<file path="src/rtl/spread_pkg.sv">
`timescale 1ns/1ps
package spread_pkg;

  typedef struct packed {
    logic load;     // sample nominal and depth, clear deviation
    logic devUp;    // deviation grows by one step
    logic devDown;  // deviation shrinks by one step
  } modStrobe_t;

  localparam int DEV_FRAC_W  = 12;
  localparam int DEPTH_NUM_W = 7;

  // depth numerator over 2^DEV_FRAC_W; zero means no spread
  function automatic logic [DEPTH_NUM_W-1:0] depthNum(input logic [2:0] code);
    case (code)
      3'b010:  depthNum = 7'd41;
      3'b100:  depthNum = 7'd82;
      3'b110:  depthNum = 7'd123;
      default: depthNum = 7'd0;
    endcase
  endfunction

endpackage

</file>
<file path="src/rtl/spread_ctrl.sv">
`timescale 1ns/1ps
module spread_ctrl
  import spread_pkg::*;
#(
  parameter int HALF_STEPS  = 64,
  parameter int STEP_CYCLES = 45
) (
  input  logic       clk,
  input  logic       rstN,
  output modStrobe_t strb
);
  localparam int CYC_W  = $clog2(STEP_CYCLES + 1);
  localparam int STEP_W = $clog2(2 * HALF_STEPS);

  logic              loadPend;
  logic [CYC_W-1:0]  cycCnt;
  logic [STEP_W-1:0] stepIdx;
  logic [STEP_W-1:0] nextIdx;
  logic              stepEnd;
  logic              periodEnd;

  assign nextIdx   = stepIdx + STEP_W'(1);
  assign stepEnd   = (cycCnt == CYC_W'(STEP_CYCLES - 1));
  assign periodEnd = stepEnd && (stepIdx == STEP_W'(2 * HALF_STEPS - 1));

  always_comb begin
    strb.load    = loadPend || periodEnd;
    strb.devUp   = !loadPend && stepEnd && !periodEnd && (nextIdx <= STEP_W'(HALF_STEPS));
    strb.devDown = !loadPend && stepEnd && !periodEnd && (nextIdx >  STEP_W'(HALF_STEPS));
  end

  always_ff @(posedge clk or negedge rstN) begin
    if (!rstN) begin
      loadPend <= 1'b1;
      cycCnt   <= '0;
      stepIdx  <= '0;
    end else if (loadPend) begin
      loadPend <= 1'b0;
    end else if (stepEnd) begin
      cycCnt  <= '0;
      stepIdx <= periodEnd ? '0 : nextIdx;
    end else begin
      cycCnt <= cycCnt + CYC_W'(1);
    end
  end

endmodule

</file>
<file path="src/rtl/spread_dp.sv">
`timescale 1ns/1ps
module spread_dp
  import spread_pkg::*;
#(
  parameter int PHASE_W    = 24,
  parameter int HALF_STEPS = 64
) (
  input  logic                   clk,
  input  logic                   rstN,
  input  modStrobe_t             strb,
  input  logic [2:0]             spreadCode,
  input  logic [PHASE_W-1:0]     nomInc,
  input  logic                   outEn,
  output logic                   clkOut,
  output logic                   clkEn,
  output logic [PHASE_W-1:0]     curInc,
  output logic [PHASE_W-1:0]     latchedNom,
  output logic [DEPTH_NUM_W-1:0] latchedDn
);
  localparam int SHIFT  = $clog2(HALF_STEPS);
  localparam int ACC_W  = PHASE_W + SHIFT + 1;
  localparam int PROD_W = PHASE_W + DEPTH_NUM_W;

  logic [PHASE_W-1:0]     activeNom;
  logic [DEPTH_NUM_W-1:0] activeDn;
  logic [ACC_W-1:0]       devAcc;
  logic [PHASE_W-1:0]     phase;
  logic                   oeQ;
  logic [PROD_W-1:0]      prod;
  logic [PHASE_W-1:0]     maxDev;
  logic [PHASE_W-1:0]     devOff;
  logic [PHASE_W-1:0]     incNow;

  assign prod   = PROD_W'(activeNom) * PROD_W'(activeDn);
  assign maxDev = PHASE_W'(prod >> DEV_FRAC_W);
  assign devOff = PHASE_W'(devAcc >> SHIFT);
  assign incNow = activeNom - devOff;

  always_ff @(posedge clk or negedge rstN) begin
    if (!rstN) begin
      activeNom <= '0;
      activeDn  <= '0;
      devAcc    <= '0;
      phase     <= '0;
      oeQ       <= 1'b0;
    end else begin
      phase <= phase + incNow;
      oeQ   <= outEn;
      if (strb.load) begin
        activeNom <= nomInc;
        activeDn  <= depthNum(spreadCode);
        devAcc    <= '0;
      end else if (strb.devUp) begin
        devAcc <= devAcc + ACC_W'(maxDev);
      end else if (strb.devDown) begin
        devAcc <= devAcc - ACC_W'(maxDev);
      end
    end
  end

  assign curInc     = incNow;
  assign clkEn      = oeQ;
  assign clkOut     = oeQ & phase[PHASE_W-1];
  assign latchedNom = activeNom;
  assign latchedDn  = activeDn;

endmodule

</file>
<file path="src/rtl/spread_clk_gen.sv">
`timescale 1ns/1ps
module spread_clk_gen
  import spread_pkg::*;
#(
  parameter int PHASE_W     = 24,
  parameter int HALF_STEPS  = 64,
  parameter int STEP_CYCLES = 45
) (
  input  logic               clk,
  input  logic               rstN,
  input  logic [2:0]         spreadCode,
  input  logic [PHASE_W-1:0] nomInc,
  input  logic               outEn,
  output logic               clkOut,
  output logic               clkEn,
  output logic [PHASE_W-1:0] curInc
);
  modStrobe_t             strb;
  logic [PHASE_W-1:0]     latchedNom;
  logic [DEPTH_NUM_W-1:0] latchedDn;

  spread_ctrl #(
    .HALF_STEPS (HALF_STEPS),
    .STEP_CYCLES(STEP_CYCLES)
  ) u_ctrl (
    .clk (clk),
    .rstN(rstN),
    .strb(strb)
  );

  spread_dp #(
    .PHASE_W   (PHASE_W),
    .HALF_STEPS(HALF_STEPS)
  ) u_dp (
    .clk       (clk),
    .rstN      (rstN),
    .strb      (strb),
    .spreadCode(spreadCode),
    .nomInc    (nomInc),
    .outEn     (outEn),
    .clkOut    (clkOut),
    .clkEn     (clkEn),
    .curInc    (curInc),
    .latchedNom(latchedNom),
    .latchedDn (latchedDn)
  );

endmodule

</file>
<file path="config.mk">
export PLATFORM = sky130hd
export DESIGN_NAME = spread_clk_gen
export DESIGN_NICKNAME = d
export VERILOG_FILES = /design/src/rtl/spread_pkg.sv /design/src/rtl/spread_ctrl.sv /design/src/rtl/spread_dp.sv /design/src/rtl/spread_clk_gen.sv
export SDC_FILE = /design/constraint.sdc
export NUM_CORES = 1
export LEC_CHECK = 0
export ABC_CLOCK_PERIOD_IN_PS = 9300
export BUFFER_PORTS_ARGS = -buffer_cell sky130_fd_sc_hd__buf_2
export CORE_UTILIZATION = 40
export DETAILED_ROUTE_END_ITERATION = 10
export PLACE_DENSITY = 0.55
export REMOVE_ABC_BUFFERS = 1
export SYNTH_ARGS = -nofsm -noshare
export SYNTH_HDL_FRONTEND = slang
export SYNTH_HIERARCHICAL = 1
export SYNTH_SLANG_ARGS = --single-unit
</file>
<file path="constraint.sdc">
create_clock -name clk -period 9.3 [get_ports clk]
set_input_delay 1.395 -clock clk [delete_from_list [all_inputs] [get_ports clk]]
set_output_delay 1.395 -clock clk [all_outputs]
set_load 0.03 [all_outputs]
</file>
==> reports/results.txt <==
Setup total negative slack on the finished layout was measured at 0 ns. The type of the most critical hold path is reg2reg. In this run switching power makes up 50.4% of total power. Setup repair after global routing left no endpoint under its margin. The height of the chip is 174 um, and the netlist area before placement is 11800 um2.

TritonCTS built the clock tree. In this design, the stage delay of the slowest critical-path cell is 0.57 ns. After clock tree synthesis, the clock-pin slew on the worst setup and hold paths is 0.07 ns.

At the pin with the least slew margin, the transition time is 0.916 ns. The total wire length is 27800 um. For this run, the detailed router's first-pass iteration total came to 5. The total overflow left after global routing is 0. For this design the ratio of total power to cell area is 375 nW/um2.

Internal power component: 2390 uW. Input and output buffers added on the ports amount to 55. The largest fanout on the critical path is 20. For the number of antenna violations at the first check in global routing, the log shows 1.

Floorplan die width: 174 um. The sequential cell fraction of total power came out at 14.4%. The worst setup path is captured at a register. Once detailed placement completed, the half-perimeter wirelength came to 22600 um. STA classifies the critical path startpoint as a register.

Entering global routing, the biggest net connects 63 pins. The standby leakage power is 0.00638 uW, and the routed wire length per instance is 15.8 um. The tools report the quantity of gates resized following cts as 0. The count of boundary I/O pins is 56. The remaining antenna violation count was 0; the ratio of final minimum period to clock period was 93.2%. The clock drives 95 sinks. Full die area: 30300 um2.

Hold timing on the final database bottoms out at a slack of 0.473 ns. The logs give 1631 for the final-stage net count and 2430 uW for the switching component of the power. Relative to the synthesized area, the layout overhead comes to 8.63%. The synthesized netlist cell count is 1328, and the required time of the critical path is 9.58 ns.

The count of H-tree levels built during CTS is 3, and the total number of yosys warnings is 6. The number of failing setup endpoints in the final timing report was 0; the minimum period implied by the final worst setup slack was 8.66 ns. For the area of combinational cells with multiple inputs, the log shows 8620 um2.

The floorplan has 62 rows. The longest clock path from root to sink contains 2 buffers. The number of antenna diodes in the final layout is 0. The clock network accounts for 8.1% of the total power. The critical path is of the reg2reg type.

In this run the clock root is driven by a sky130_fd_sc_hd__clkbuf_16. For the headroom to the max-slew limit, the log shows 38.1%. Cells with a size suffix above 1 make up 10.4% of the layout. The per-instance average area after synthesis was 8.92 um2. The first global-routing pass estimated 47300 um of wire. The via count of the first global-routing pass is 9522, and the critical path arrival is 8.94 ns.

The count of vias placed by the detailed router is 9251. The ratio of routed vias to standard cells is 5.25. All-layer global routing usage: 19.4%. For this design, the slowest cell found on the critical path is sky130_fd_sc_hd__mux4_1. After clock tree synthesis, the setup repair step added 0 buffers. The initial utilization of the core area, before any placement, comes to 40.9%. The total area of sequential cells is 2380 um2. In this run, post-CTS hold repair placed 0 buffers. The run gives 2892 as the number of fill cells in the layout. The run finished with clean final reports. The tool flagged a number of max-cap violations equal to 0.

The placer congestion estimate was 0.855. In this run, CTS created clock tree buffers numbering 9. Combinational cells account for 77.4% of the total power. The total area inside the core boundary comes to 28900 um2. Latest clock arrival within the worst-skew pair: 0.36 ns.

For the final database, setup skew stands at 0.00875 ns. The logs give 0 for the number of pins with negative max-slew slack in the final report and 0 for the count of final hold-check violations. The run gives 115 MHz as the maximum clock rate.

The worst ir drop on vdd was 0.000357 V; the violation count after the first detailed-routing iteration was 459. Number of design rule violations left after detail routing: 0.
[path summary, 6_finish.rpt]
kind / startpoint / to / slack, ns / cells past startpoint
max in group asynchronous: rstN / u_dp/latchedNom[18]$_DFFE_PN0P_ / 7.03 / 2
worst min register to register: u_dp/phase[0]$_DFF_PN0_ / u_dp/phase[0]$_DFF_PN0_ / 0.47 / 1
min in group asynchronous: rstN / u_dp/phase[5]$_DFF_PN0_ / 1.01 / 1
worst min-delay path: u_dp/phase[0]$_DFF_PN0_ / u_dp/phase[0]$_DFF_PN0_ / 0.47 / 1
worst max-delay path: u_dp/latchedDn[4]$_DFFE_PN0P_ / u_dp/devAcc[29]$_DFFE_PN0P_ / 0.64 / 32
worst max register to register: u_dp/latchedDn[4]$_DFFE_PN0P_ / u_dp/devAcc[29]$_DFFE_PN0P_ / 0.64 / 32
[registers in the layout, indices dropped and copies added (netlist names)]
name / cells
u_ctrl/loadPend: 1
u_dp/phase: 24
u_ctrl/cycCnt: 6
u_dp/devAcc: 30
u_dp/latchedNom: 24
u_dp/clkEn: 1
u_ctrl/stepIdx: 7
u_dp/latchedDn: 2
[layout make-up]
cell class / instances / area share, %
inverters: 199 / 5.81
clock inverters: 7 / 0.593
clock buffers: 9 / 1.75
multi-input cells: 1005 / 67.0
flip-flops and latches: 95 / 18.5
well taps: 384 / 3.74
repair buffers: 63 / 2.63
[layer usage]
layer / vias to the layer above / global-route usage, % / part of all wire, %
met5: - / 0 / 0
met1: 4467 / 24.2 / 46
met3: 26 / 2.93 / 3.0
met4: 0 / 4.82 / 1.6
li1: 4642 / - / -
met2: 116 / 34.7 / 49
[worst max-delay path, delay by kind of cell, from the launching register on]
kind | cells | cell delay (ns)
AND/OR/NAND/NOR | 9 | 1.97
buffers and inverters | 4 | 0.60
XOR/XNOR | 2 | 0.32
AO/OA/AOI/OAI | 10 | 2.10
flip-flops | 1 | 0.44
adder cells (fa/ha/maj) | 5 | 2.17
multiplexers | 2 | 0.96
[power by group through the flow]
| stage | clock, uW | sequential (uW) | combinational [uW] |
|---|---|---|---|
| 2_1_floorplan | 0 | 658 | 3030 |
| 3_3_place_gp | 0 | 707 | 3700 |
| 3_5_place_dp | 0 | 707 | 3730 |
| 4_1_cts | 410 | 700 | 3750 |
| 5_1_grt | 421 | 715 | 4210 |
| 6_report | 393 | 697 | 3730 |
[placed cells by master (no fill, tap or decap), types with 6 or more instances in the layout]
master	instances
sky130_fd_sc_hd__nor2b_1	11
sky130_fd_sc_hd__fa_1	81
sky130_fd_sc_hd__buf_2	54
sky130_fd_sc_hd__nand3_1	32
sky130_fd_sc_hd__or3_1	10
sky130_fd_sc_hd__and3_1	12
sky130_fd_sc_hd__o21bai_1	19
sky130_fd_sc_hd__ha_1	147
sky130_fd_sc_hd__o21ai_1	6
sky130_fd_sc_hd__a22o_1	23
sky130_fd_sc_hd__buf_4	9
sky130_fd_sc_hd__xor2_1	33
sky130_fd_sc_hd__a31oi_1	14
sky130_fd_sc_hd__mux2_2	26
sky130_fd_sc_hd__xnor2_1	87
sky130_fd_sc_hd__a21oi_1	68
sky130_fd_sc_hd__nand2b_1	7
sky130_fd_sc_hd__dfrtp_1	94
sky130_fd_sc_hd__nand4_1	11
sky130_fd_sc_hd__clkbuf_16	9
sky130_fd_sc_hd__a21o_1	29
sky130_fd_sc_hd__nand2_1	94
sky130_fd_sc_hd__o211ai_1	9
sky130_fd_sc_hd__inv_1	197
sky130_fd_sc_hd__o21a_1	15
sky130_fd_sc_hd__nor3_1	31
sky130_fd_sc_hd__o21ai_0	33
sky130_fd_sc_hd__and2_1	20
sky130_fd_sc_hd__a211oi_1	6
sky130_fd_sc_hd__nor2_1	85
[stage by stage]
step | total power, uW | util, % | setup slack, ns | area [um2] | instances
after floorplan | 3690 | - | 0.942 | 11700 | 1299
after global placement | 4410 | 43.4 | 0.868 | 12600 | 1746
after detailed placement | 4430 | 43.4 | 0.727 | 12600 | 1746
after CTS | 4860 | 44.5 | 0.708 | 12900 | 1762
after global routing | 5340 | 44.5 | 0.0755 | 12900 | 1762
final | 4820 | 44.5 | 0.637 | 12900 | 1762
Note: power is estimated with default switching activity, not from simulation.
